`config.mk`:
```
export PLATFORM = sky130hd
export DESIGN_NAME = alu8_flags
export DESIGN_NICKNAME = d
export VERILOG_FILES = /design/src/rtl/alu8_pkg.sv /design/src/rtl/alu8_arith.sv /design/src/rtl/alu8_logic.sv /design/src/rtl/alu8_shift.sv /design/src/rtl/alu8_ctrl.sv /design/src/rtl/alu8_flags.sv
export SDC_FILE = /design/constraint.sdc
export NUM_CORES = 1
export LEC_CHECK = 0
export BUFFER_PORTS_ARGS = -buffer_cell sky130_fd_sc_hd__buf_4
export CAP_MARGIN = 20
export CORE_MARGIN = 2
export CORE_UTILIZATION = 60
export CTS_BUF_LIST = sky130_fd_sc_hd__clkbuf_8
export DETAILED_ROUTE_END_ITERATION = 10
export GPL_ROUTABILITY_DRIVEN = 0
export PLACE_DENSITY_LB_ADDON = 0.25
export SLEW_MARGIN = 20
export SYNTH_ARGS = -nofsm -noshare
export SYNTH_HDL_FRONTEND = slang
export SYNTH_SLANG_ARGS = --single-unit
```
`constraint.sdc`:
```
create_clock -name clk -period 6.45 [get_ports clk]
set_input_delay 1.29 -clock clk [delete_from_list [all_inputs] [get_ports clk]]
set_output_delay 1.29 -clock clk [all_outputs]
set_load 0.01 [all_outputs]
```
`src/rtl/alu8_pkg.sv`:
```
package alu8_pkg;

    typedef enum logic [3:0] {
        OP_PASS = 4'd0,
        OP_ADD  = 4'd1,
        OP_SUB  = 4'd2,
        OP_AND  = 4'd3,
        OP_OR   = 4'd4,
        OP_XOR  = 4'd5,
        OP_CMP  = 4'd6,
        OP_BIT  = 4'd7,
        OP_SHL  = 4'd8,
        OP_SHR  = 4'd9,
        OP_ROL  = 4'd10,
        OP_ROR  = 4'd11,
        OP_INC  = 4'd12,
        OP_DEC  = 4'd13,
        OP_NOP0 = 4'd14,
        OP_NOP1 = 4'd15
    } alu_op_e;

    typedef struct packed {
        logic n;
        logic v;
        logic z;
        logic c;
    } flags_t;

    typedef enum logic [1:0] {
        SRC_ARITH = 2'd0,
        SRC_LOGIC = 2'd1,
        SRC_SHIFT = 2'd2
    } res_src_e;

    typedef struct packed {
        flags_t   wmask;
        logic     wr;
        res_src_e src;
        logic     bit_test;
    } op_ctrl_t;

endpackage

```
`src/rtl/alu8_arith.sv`:
```
module alu8_arith
    import alu8_pkg::*;
#(
    parameter int WIDTH = 8
) (
    input  alu_op_e          op,
    input  logic [WIDTH-1:0] a,
    input  logic [WIDTH-1:0] m,
    input  logic             cin,
    output logic [WIDTH-1:0] res,
    output logic             cout,
    output logic             vout
);
    localparam int MSB = WIDTH - 1;

    logic [WIDTH-1:0] b_opnd;
    logic             c_in;
    logic [WIDTH:0]   sum;

    always_comb begin
        b_opnd = m;
        c_in   = cin;
        unique case (op)
            OP_SUB: begin
                b_opnd = ~m;
                c_in   = cin;
            end
            OP_CMP: begin
                b_opnd = ~m;
                c_in   = 1'b1;
            end
            OP_INC: begin
                b_opnd = '0;
                c_in   = 1'b1;
            end
            OP_DEC: begin
                b_opnd = '1;
                c_in   = 1'b0;
            end
            default: begin
                b_opnd = m;
                c_in   = cin;
            end
        endcase
        sum  = {1'b0, a} + {1'b0, b_opnd} + {{WIDTH{1'b0}}, c_in};
        res  = sum[MSB:0];
        cout = sum[WIDTH];
        vout = (a[MSB] == b_opnd[MSB]) && (sum[MSB] != a[MSB]);
    end
endmodule

```
`src/rtl/alu8_logic.sv`:
```
module alu8_logic
    import alu8_pkg::*;
#(
    parameter int WIDTH = 8
) (
    input  alu_op_e          op,
    input  logic [WIDTH-1:0] a,
    input  logic [WIDTH-1:0] m,
    output logic [WIDTH-1:0] res
);
    always_comb begin
        unique case (op)
            OP_AND:  res = a & m;
            OP_BIT:  res = a & m;
            OP_OR:   res = a | m;
            OP_XOR:  res = a ^ m;
            default: res = a;
        endcase
    end
endmodule

```
`src/rtl/alu8_shift.sv`:
```
module alu8_shift
    import alu8_pkg::*;
#(
    parameter int WIDTH = 8
) (
    input  alu_op_e          op,
    input  logic [WIDTH-1:0] a,
    input  logic             cin,
    output logic [WIDTH-1:0] res,
    output logic             cout
);
    localparam int MSB = WIDTH - 1;

    always_comb begin
        unique case (op)
            OP_SHL: begin
                res  = {a[MSB-1:0], 1'b0};
                cout = a[MSB];
            end
            OP_ROL: begin
                res  = {a[MSB-1:0], cin};
                cout = a[MSB];
            end
            OP_SHR: begin
                res  = {1'b0, a[MSB:1]};
                cout = a[0];
            end
            OP_ROR: begin
                res  = {cin, a[MSB:1]};
                cout = a[0];
            end
            default: begin
                res  = a;
                cout = cin;
            end
        endcase
    end
endmodule

```
`src/rtl/alu8_ctrl.sv`:
```
module alu8_ctrl
    import alu8_pkg::*;
(
    input  alu_op_e  op,
    output op_ctrl_t ctrl
);
    localparam flags_t NZ   = '{n: 1'b1, v: 1'b0, z: 1'b1, c: 1'b0};
    localparam flags_t NZC  = '{n: 1'b1, v: 1'b0, z: 1'b1, c: 1'b1};
    localparam flags_t NVZ  = '{n: 1'b1, v: 1'b1, z: 1'b1, c: 1'b0};
    localparam flags_t NVZC = '{n: 1'b1, v: 1'b1, z: 1'b1, c: 1'b1};

    always_comb begin
        ctrl = '{wmask: NZ, wr: 1'b1, src: SRC_LOGIC, bit_test: 1'b0};
        unique case (op)
            OP_ADD, OP_SUB: begin
                ctrl.wmask = NVZC;
                ctrl.src   = SRC_ARITH;
            end
            OP_CMP: begin
                ctrl.wmask = NZC;
                ctrl.src   = SRC_ARITH;
                ctrl.wr    = 1'b0;
            end
            OP_BIT: begin
                ctrl.wmask    = NVZ;
                ctrl.wr       = 1'b0;
                ctrl.bit_test = 1'b1;
            end
            OP_SHL, OP_SHR, OP_ROL, OP_ROR: begin
                ctrl.wmask = NZC;
                ctrl.src   = SRC_SHIFT;
            end
            OP_INC, OP_DEC: begin
                ctrl.wmask = NZ;
                ctrl.src   = SRC_ARITH;
            end
            OP_NOP0, OP_NOP1: begin
                ctrl.wmask = '0;
                ctrl.wr    = 1'b0;
            end
            default: begin
                ctrl.wmask = NZ;
                ctrl.src   = SRC_LOGIC;
            end
        endcase
    end
endmodule

```
`src/rtl/alu8_flags.sv`:
```
module alu8_flags
    import alu8_pkg::*;
#(
    parameter int WIDTH = 8
) (
    input  logic             clk,
    input  logic             rst,
    input  logic             issue,
    input  logic [3:0]       op,
    input  logic [WIDTH-1:0] reg_opnd,
    input  logic [WIDTH-1:0] mem_opnd,
    output logic [WIDTH-1:0] result,
    output logic             wr_result,
    output logic             flag_n,
    output logic             flag_v,
    output logic             flag_z,
    output logic             flag_c
);
    localparam int MSB = WIDTH - 1;

    typedef struct packed {
        flags_t flags;
    } state_t;

    state_t   state_d, state_q;
    alu_op_e  op_e;
    op_ctrl_t ctrl;

    logic [WIDTH-1:0] arith_res, logic_res, shift_res;
    logic             arith_c, arith_v, shift_c;
    flags_t           cand;

    assign op_e = alu_op_e'(op);

    alu8_ctrl u_ctrl (
        .op   (op_e),
        .ctrl (ctrl)
    );

    alu8_arith #(.WIDTH(WIDTH)) u_arith (
        .op   (op_e),
        .a    (reg_opnd),
        .m    (mem_opnd),
        .cin  (state_q.flags.c),
        .res  (arith_res),
        .cout (arith_c),
        .vout (arith_v)
    );

    alu8_logic #(.WIDTH(WIDTH)) u_logic (
        .op  (op_e),
        .a   (reg_opnd),
        .m   (mem_opnd),
        .res (logic_res)
    );

    alu8_shift #(.WIDTH(WIDTH)) u_shift (
        .op   (op_e),
        .a    (reg_opnd),
        .cin  (state_q.flags.c),
        .res  (shift_res),
        .cout (shift_c)
    );

    always_comb begin
        unique case (ctrl.src)
            SRC_ARITH: result = arith_res;
            SRC_SHIFT: result = shift_res;
            default:   result = logic_res;
        endcase
        wr_result = ctrl.wr;

        cand.n = ctrl.bit_test ? mem_opnd[MSB]   : result[MSB];
        cand.v = ctrl.bit_test ? mem_opnd[MSB-1] : arith_v;
        cand.z = (result == '0);
        cand.c = (ctrl.src == SRC_SHIFT) ? shift_c : arith_c;

        state_d = state_q;
        if (issue) begin
            state_d.flags.n = ctrl.wmask.n ? cand.n : state_q.flags.n;
            state_d.flags.v = ctrl.wmask.v ? cand.v : state_q.flags.v;
            state_d.flags.z = ctrl.wmask.z ? cand.z : state_q.flags.z;
            state_d.flags.c = ctrl.wmask.c ? cand.c : state_q.flags.c;
        end
    end

    always_ff @(posedge clk) begin
        if (rst) begin
            state_q <= '0;
        end else begin
            state_q <= state_d;
        end
    end

    assign flag_n = state_q.flags.n;
    assign flag_v = state_q.flags.v;
    assign flag_z = state_q.flags.z;
    assign flag_c = state_q.flags.c;
endmodule

```
==> metrics list, run 1 <==
- The run finished with clean final reports.
- DRT antenna net count: 0
- Boundary pin count: 36
- For the worst setup path, the data arrival time is roughly 4500 ps.
* Hold buffer count at cts: 0
* Mapped Avg Cell Area: between 6 and 7 µm²
- The library cells used most frequently in the layout, excluding fill and tap cells, are buf_4, a21oi_1, nor2_1.
* Synth-to-Final Area Change: 15.38%
* Clock-pin slew on the worst setup and hold paths: about 30 ps
- The share of total power dissipated in sequential elements is a little over a tenth.
* Total Wirelength: approximately 5500 µm
- Across the run, the number of max-cap violations was 0.
- Share of final-layout standard cells stronger than drive strength 1: between 15 and 20%
* Largest voltage drop on the vdd net: around 0.23 mV
- Post-synthesis async set-or-reset flop share: 0%
- Fin crit share: approximately nine tenths
- The critical path in this run is classified as in2out.
- The netlist uses 54 different library cells.
* Number of synthesized register bits: 4
- Most common flop cell mapped by yosys: dfxtp_1
- Die Outline Area: between 3000 and 4000 µm²
- Static Leak: 0.9197 nW
* Post-synth net total: roughly 320
* Initial core utilization: 63.70%
* Minimum period implied by the final worst setup slack: 5772 ps
* Number of buffers on the longest clock path: 2
- Dividing total power by cell area gives a power density of ~130 nW/µm².
- Via count: around 2,200
* Unrepaired setup endpoints after global routing: no
- DRC marker count from the first detailed-route iteration: 240
- Mean number of vias per cell: about 7
- The count of final hold-check violations was 0.
- The die is ~58 µm wide.
- Number of pins with negative max-slew slack in the final report: 0
- In this run the number of H-tree levels came out at 1.
* Number of buffers created by CTS: 3
* Quantity of gates resized following cts: 0
* Count of unresolved DRC violations after routing: 0
* Clock network latency to the later pin of the worst-skew pair: between 200 and 250 ps
* Die height: around 58 µm
- Number of synthesized flops with an enable pin: 0
- Post-route clock skew: 0.8546 ps
- Data required time at the worst endpoint: 5160 ps
- After clock tree synthesis, the setup repair step added 0 buffers.
- The library cell used most frequently in the layout, excluding fill and tap cells, is buf_4.
* Fmax: roughly 0.17 GHz
- In this run switching power makes up a little under half of total power.
* Clock tree from TritonCTS: done
- The path class of the tightest hold or removal check is reg2reg.
- Port buffering added 35 buffers.
* Total GRT Usage: around a third
- Along the worst path, the maximum fanout reaches between 40 and 50.
* Global-route congestion overflow total: 0
- At the pin with the least slew margin, the transition time is between 500 and 600 ps.
- Pint: between 0.1 and 0.15 mW
- Final core utilization: between 70% and 80%
- Share of total power in combinational logic: 68.0%
- Setup TNS: 0 ps
* Pre-antenna DRT Iters: 5
- STA classifies the critical path endpoint as an output pin.
- For this run, the register share of the synthesized area comes to ~4.6%.
- The clock network is responsible for between 20% and 30% of the overall power.
- STA classifies the critical path startpoint as an input pin.
- The HPWL after detailed placement is around 4000 µm.
* Initial antenna violation count: 0
- The total area inside the core boundary comes to 2758 µm².
- Headroom to the max-slew limit came out at between 60% and 70%.
* Post-synthesis instance area: 1757 µm²
- Total number of nets in the final design: roughly 340
* Total net switching power: roughly 0.12 mW
- The root buffer cell chosen for the clock tree is clkbuf_8.
- Total setup violations reported at the end of the flow: 0
* Antenna cells: 0
- Total number of clock tree sinks: 4
- Avg WL per Cell: 17.23 µm
* Number of cell rows: 19
- Synthesis produced a netlist whose cell count is about 270.
- The first global-routing pass estimated a little under 9000 µm of wire.
- The via count of the first global-routing pass is 1,852.
* Number of warnings printed during yosys synthesis: 0
- Pin count of the biggest net entering global routing: 44
-- worst paths after layout --
check,from,endpoint,slack (ps),cells past startpoint
max reg2reg,flag_c$_SDFFE_PP0P_,flag_z$_SDFFE_PP0P_,2980,12
min reg2reg,flag_n$_SDFFE_PP0P_,flag_n$_SDFFE_PP0P_,450,2
max,op[0],result[6],680,14
min,flag_n$_SDFFE_PP0P_,flag_n$_SDFFE_PP0P_,450,2
-- through the flow --
stage | setup WS, ps | hold slack (ps) | instance area [µm²] | cells | total power [mW]
final | 678.2 | 446.6 | 2027 | 320 | 0.2626
after global routing | 346.0 | 481.3 | 2027 | 320 | 0.2826
after CTS | 747.6 | 449.0 | 2027 | 320 | 0.2589
after detailed placement | 762.9 | 445.9 | 1986 | 317 | 0.2012
after global placement | 899.5 | 441.3 | 1986 | 317 | 0.1978
after floorplan | 966.1 | 470.0 | 1757 | 267 | 0.1416
-- worst max-delay path: stages --
cell      delay [ps]
buf_4            340
or2_1            430
nor2_1            70
o21ai_0          150
o311ai_0         180
fa_1             440
inv_1             90
fa_1             180
nor2b_1           60
o31a_1           260
o21ai_0          200
a21boi_0         140
o311ai_0         430
buf_4            210
-- synth_stat cells (all sizes together) (6+ instances only) --
cell type  number  share of area (%)
o221ai          6                3.0
o21ai          29                8.3
clkbuf          8                1.7
ha             23                 16
nand2          21                4.8
nor2           28                6.0
inv            23                4.9
buf             8                2.4
nor3            6                1.7
o211ai         11                4.7
a21oi          30                9.2
-- registers in the layout, summed over array words and instances (netlist names) --
register	flops
flag_n	1
flag_c	1
flag_v	1
flag_z	1
-- power by group through the flow --
stage,registers (mW),clock network [mW],logic (mW)
after CTS,0.0277,0.0565,0.175
after detailed placement,0.0280,0,0.173
after global routing,0.0280,0.0587,0.196
after floorplan,0.0283,0,0.113
after global placement,0.0280,0,0.170
final,0.0277,0.0564,0.179
-- cell type report --
type                       instances  area [µm²]
inverter                          24       90.09
timing repair buffer              35       262.8
fill                             245       730.7
clock buffer                       3       41.29
multi-input combinational        223        1514
sequential                         4       80.08
tap                               31       38.79
-- layer usage --
metal  GRT usage [%]  up-vias  routed length, µm
met5               0        -                  0
met4           13.29        0                244
met3           6.696       30                551
met2           53.25      133               2479
met1           45.15      994               2240
li1                -     1020                  -
-- cell families (layout without fill, tap and decap cells) --
kind of cell / count (synthesis) / in the layout / synth area share, %
flops: 4 / 4 / 4.559
xor+xnor: 4 / 4 / 1.995
compound gates: 111 / 111 / 42.09
fa+ha+maj: 25 / 25 / 18.66
buf+inv: 40 / 62 / 9.259
mux: 2 / 2 / 1.140
simple gates: 81 / 81 / 22.29
No activity file was read; power rests on OpenSTA's default activity.
==> run 2, diff against run 1 <==
--- a/config.mk
+++ b/config.mk
@@ -8,7 +8,7 @@
 export BUFFER_PORTS_ARGS = -buffer_cell sky130_fd_sc_hd__buf_4
 export CAP_MARGIN = 20
 export CORE_MARGIN = 2
-export CORE_UTILIZATION = 60
+export CORE_UTILIZATION = 58
 export CTS_BUF_LIST = sky130_fd_sc_hd__clkbuf_8
 export DETAILED_ROUTE_END_ITERATION = 10
 export GPL_ROUTABILITY_DRIVEN = 0
==> constraint.sdc (replaced) <==
create_clock -name clk -period 6.3 [get_ports clk]
set_input_delay 1.26 -clock clk [delete_from_list [all_inputs] [get_ports clk]]
set_output_delay 1.26 -clock clk [all_outputs]
set_load 0.01 [all_outputs]
==> run 2 against run 1 <==
Register-to-register slack got worse by 80 ps; sequential share of layout area unchanged; die area grew 3.2%; critical endpoint unchanged; highest routed layer unchanged.
==> metrics list, run 2 (synthesized netlist as in run 1, its figures left out) <==
- Compared with the post-synthesis result, the final layout area differs by 15.38%.
- In the layout the commonest cells are buf_4, a21oi_1, nor2_1.
- After routing, the total negative slack on setup checks comes to 0 ps.
- Sequential cell area: 80.08 µm²
- Excluding fillers, the count of instances in the completed layout stands at 320.
- Reg2Reg Launch Point: flag_c$_SDFFE_PP0P_
- Count of unresolved DRC violations after routing: 0
* Quantity of gates resized following cts: 0
* Post-CTS setup buffer count: 0
- The number of placed instances, taps included, is about 320.
- Data arrival time of the worst path: between 4000 and 5000 ps
* Avg WL per Cell: about 17 µm
- Total number of nets in the final design: roughly 340
* Area of combinational cells with multiple inputs: around 1500 µm²
- Total number of clock tree sinks: 4
- DRC marker count from the first detailed-route iteration: between 200 and 250
- Entering global routing, the biggest net connects 44 pins.
- Die height: 59.04 µm
- After clock tree synthesis, the flow added hold-fix buffers numbering 0.
* Hold Path Class: reg2reg
* Result of the run: completed
* Number of buffers created by CTS: 3
- Total power divided by cell area: roughly 130 nW/µm²
- Die boundary width: about 60 µm
- At the pin with the least slew margin, the transition time is between 500 and 600 ps.
- At the placement stage, the worst setup path has a slack of around 630 ps.
* Initial core utilization: a little over three fifths
- Fmax: 0.1739 GHz
- Slew headroom: ~60%
* Global-route congestion overflow total: 0
- The first TritonRoute pass finished after 5 iterations.
* Number of buffers on the longest clock path: 2
- Vias in the first global route: roughly 1,800
* Clock-pin slew on the worst setup and hold paths: 30 ps
* Detailed Place HPWL: approximately 4000 µm
* Mean number of vias per cell: about 6.7
- Unrepaired setup endpoints after global routing: no
- The count of final hold-check violations is 0.
- Dividing the final minimum period by the clock period gives 91.29%.
* Origin of the worst min-delay path: flag_n$_SDFFE_PP0P_
- For this design the static power due to leakage is roughly 0.92 nW.
* Worst hold slack after final layout: about 460 ps
- Minimum period implied by the final worst setup slack: 5751 ps
* Clock tree from TritonCTS: done
- Share of final-layout standard cells stronger than drive strength 1: roughly 16%
* Total GRT Usage: 32.40%
- Of all nets on the critical path, the largest fanout is 43.
- Critical Path Source Type: input pin
- Across all layers, the routed design uses about 2,100 vias.
* Number of pins with negative max-slew slack in the final report: 0
* Count of input and output buffers: 35
- The layout has roughly 250 filler cells.
- Data required time at the worst endpoint: 5040 ps
* Setup crit end kind: output pin
- Clock network latency to the later pin of the worst-skew pair: between 200 and 250 ps
- Number of cell rows: 19
- Clk Tree Root Cell: clkbuf_8
- Leaving out fill and tap cells, the most frequent cell in the layout is buf_4.
* Antenna cells: 0
* Path type of the worst setup path: in2out
* Die Outline Area: ~3500 µm²
- First-pass GRT wire length: roughly 8700 µm
- For this design the top-level I/O count stands at 36.
- Total core area: roughly 2800 µm²
- Setup slack on the critical path of the routed design comes to approximately 550 ps.
- The clock arrives with between 1.5 and 2 ps of skew.
* Launch point of the critical path: op[0]
- Total setup violations reported at the end of the flow: 0
- DRT antenna net count: 0
- CTS built an H-tree with a depth of 1.
- Largest voltage drop on the vdd net: ~0.12 mV
- Wires add up to 5343 µm.
* Maximum Capacitance Violations: 0
* Initial antenna violation count: 0
[run 2: worst max-delay path, stage by stage]
cell and delay, ps:
buf_4 340, or2_1 420, nor2_1 60, o21ai_0 130
o311ai_0 180, fa_1 450, inv_1 80, fa_1 180
nor2b_1 70, o31a_1 260, o21ai_0 190, a21boi_0 130
o311ai_0 490, buf_4 230
[run 2: area by class of cell]
| class | instances | area share, % |
|---|---|---|
| clock buffer | 3 | 2.037 |
| inverter | 24 | 4.444 |
| multi-input combinational | 223 | 74.69 |
| sequential | 4 | 3.951 |
| tap | 31 | 1.914 |
| timing repair buffer | 35 | 12.96 |
[run 2: power breakdown]
| part | internal, mW | switching (mW) |
|---|---|---|
| Clock | 0.0409 | 0.0153 |
| Combinational | 0.0784 | 0.105 |
| Sequential | 0.0270 | 0.00128 |
[run 2: worst paths after layout]
kind	to	slack (ps)	cells past startpoint
hold reg to reg	flag_n$_SDFFE_PP0P_	460	2
hold / removal	flag_n$_SDFFE_PP0P_	460	2
setup reg to reg	flag_z$_SDFFE_PP0P_	2900	12
setup / recovery	result[6]	550	14
[run 2: routing by layer]
metal  global-route usage (%)  share of wire [%]  up-vias
li1                         -                  -     1020
met1                    47.33                 44      982
met2                    49.21                 44      125
met3                    5.895                9.9       15
met4                    7.792                2.3        0
met5                        0                  0        -
[run 2: metrics by stage]
stage	util [%]	area [µm²]	power (mW)
after floorplan	-	1757	0.1450
after global placement	70.79	1986	0.2029
after detailed placement	70.79	1986	0.2067
after CTS	72.26	2027	0.2640
after global routing	72.26	2027	0.2886
final	72.26	2027	0.2677
==> run 3, diff against run 2 <==
--- a/config.mk
+++ b/config.mk
@@ -17,3 +17,4 @@
 export SYNTH_ARGS = -nofsm -noshare
 export SYNTH_HDL_FRONTEND = slang
 export SYNTH_SLANG_ARGS = --single-unit
+export TNS_END_PERCENT = 50
==> constraint.sdc (replaced) <==
create_clock -name clk -period 6.3 [get_ports clk]
set_input_delay 1.26 -clock clk [delete_from_list [all_inputs] [get_ports clk]]
set_output_delay 1.26 -clock clk [all_outputs]
set_load 0.02 [all_outputs]
==> run 3 against run 2 <==
Cell count is the same; maximum frequency shrank 0.34%; critical path type unchanged; sequential share of layout area is the same; register-to-register slack gained 40 ps; via count shrank 2.2%; largest cell class unchanged; clock-buffer cell count is the same; wire length grew 1.6%; total power grew 3.7%.
==> metrics list, run 3 (synthesized netlist as in run 1, its figures left out) <==
- The run finished with clean final reports.
- The number of placed instances, taps included, is roughly 320.
* Count of unresolved DRC violations after routing: 0
* Slew at the pin closest to its max-slew limit: ~540 ps
- The analysis attributes to cell leakage a power of 0.9197 nW.
- Slew headroom: a little under two thirds
* Number of buffers created by CTS: 3
- Fmax: between 0.15 and 0.2 GHz
- The floorplan step set the die height to between 50 and 60 µm.
- Unrepaired setup endpoints after global routing: no
* Minimum period implied by the final worst setup slack: slightly below 6000 ps
- Per report_power, the combinational group accounts for slightly below 70% of the total.
* Total number of nets in the final design: between 300 and 400
* Initial antenna violation count: 0
* Clock tree from TritonCTS: done
- Cells with a size suffix above 1 make up between 10% and 20% of the layout.
- Pre-antenna DRT Iters: 5
- The internal portion of the total power is around 0.15 mW.
* Path type of the worst setup path: in2out
- Mean number of vias per cell: roughly 6.5
- The cell sitting at the root of the clock tree is a clkbuf_8.
- Number of buffers on the longest clock path: 2
- Max-cap violations in this run came to 0.
* Reg2Reg Launch Point: flag_c$_SDFFE_PP0P_
- The die covers ~3500 µm².
* Peak fanout along the critical path: 43
- Count of input and output buffers: 35
- Number of cell rows: 19
- Setup total negative slack on the finished layout was measured at 0 ps.
- Data required time at the worst endpoint: 5040 ps
* Post-CTS setup buffer count: 0
- Leaving out fill and tap cells, the most frequent cell in the layout is buf_4.
- Hold Path Class: reg2reg
- Hold Vio Cnt, Final: 0
* Cell Count, Final, Fillers Out: between 300 and 400
* Boundary pin count: 36
- Entering global routing, the biggest net connects 44 pins.
* Largest voltage drop on the vdd net: around 0.11 mV
- Setup violations remaining at the end of the flow were counted as 0.
* Quantity of gates resized following cts: 0
* Die boundary width: just under 60 µm
- Via count: between 2,000 and 2,500
- In this run, the clock network consumes between 20% and 30% of the power.
- After clock tree synthesis, the flow added hold-fix buffers numbering 0.
* Origin of the worst min-delay path: flag_n$_SDFFE_PP0P_
- Most frequent cells in the layout: buf_4, a21oi_1, nor2_1
* Total net switching power: ~0.13 mW
- Synth-to-Final Area Change: 15.38%
* First-pass GRT wire length: 8618 µm
- Fin crit share: between 90% and 100%
- Counting the fill cells in the layout gives approximately 270.
* Share of total power consumed by net switching: about 47%
- Share of power burned in registers: about a tenth
* Clock network latency to the later pin of the worst-skew pair: ~230 ps
- Critical Path Source Type: input pin
- The count of nets left with antenna violations once routing finished came out at 0.
- In this run, the number of DRC markers left after iteration 0 of detailed routing was ~250.
* Total core area: 2805 µm²
* Number of pins with negative max-slew slack in the final report: 0
* Clock-pin slew on the worst setup and hold paths: 30 ps
* Post-route clock skew: about 1.3 ps
* Setup crit end kind: output pin
* Vias in the first global route: 1,836
- Global routing used 31.99% of the available tracks.
* Total power divided by cell area: 137.0 nW/µm²
- Total number of clock tree sinks: 4
- Avg WL per Cell: between 15 and 20 µm
* Global-route congestion overflow total: 0
- Total Wirelength: approximately 5400 µm
* Detailed Place HPWL: between 4000 and 5000 µm
- The repair_antennas step left the layout with diodes totalling 0.
- For this configuration, the core starts out at a cell density of about 63%.
* Data arrival time of the worst path: ~4500 ps
- Launch point of the critical path: op[0]
- CTS built an H-tree with a depth of 1.
-- run 3: cell counts in the layout (fill, tap and decap cells not counted) --
Identical to the previous run, type by type.
-- run 3: worst max-delay path: stages --
cell and delay, ps:
buf_4 340, or2_1 410, nor2_1 60, o21ai_0 130
o311ai_0 180, fa_1 450, inv_1 90, fa_1 180
nor2b_1 70, o31a_1 260, o21ai_0 190, a21boi_0 140
o311ai_0 490, buf_4 250
-- run 3: power groups by stage --
stage | registers (mW) | clock network [mW] | logic [mW]
6_report | 0.0284 | 0.0572 | 0.192
5_1_grt | 0.0284 | 0.0583 | 0.209
4_1_cts | 0.0282 | 0.0574 | 0.189
3_5_place_dp | 0.0285 | 0 | 0.188
3_3_place_gp | 0.0286 | 0 | 0.184
2_1_floorplan | 0.0301 | 0 | 0.124
-- run 3: final timing paths --
check / to / slack (ps) / cells past startpoint
setup / recovery: result[6] / 530 / 14
hold / removal: flag_n$_SDFFE_PP0P_ / 450 / 2
setup reg to reg: flag_z$_SDFFE_PP0P_ / 2940 / 12
hold reg to reg: flag_n$_SDFFE_PP0P_ / 450 / 2
-- run 3: final cells by class --
class | count | area, µm² | area share (%)
repair buffers | 35 | 262.8 | 12.96
clock buffers | 3 | 41.29 | 2.037
well taps | 31 | 38.79 | 1.914
inverters | 24 | 90.09 | 4.444
flip-flops and latches | 4 | 80.08 | 3.951
multi-input cells | 223 | 1514 | 74.69
-- run 3: through the flow --
stage / instance area [µm²] / util, % / worst slack, ps / hold slack [ps] / total power, mW
after floorplan: 1757 / - / 545.5 / 524.1 / 0.1541
after global placement: 1986 / 70.79 / 796.3 / 441.2 / 0.2124
after detailed placement: 1986 / 70.79 / 617.0 / 449.2 / 0.2164
after CTS: 2027 / 72.26 / 602.9 / 453.2 / 0.2746
after global routing: 2027 / 72.26 / 304.5 / 471.8 / 0.2960
final: 2027 / 72.26 / 529.5 / 454.2 / 0.2776
-- run 3: metal layers --
| metal | vias to the layer above | routed length (µm) | GRT usage (%) |
|---|---|---|---|
| li1 | 1022 | - | - |
| met1 | 951 | 2312 | 44.65 |
| met2 | 111 | 2510 | 50.00 |
| met3 | 11 | 516 | 6.114 |
| met4 | 0 | 91 | 9.416 |
| met5 | - | 0 | 0 |
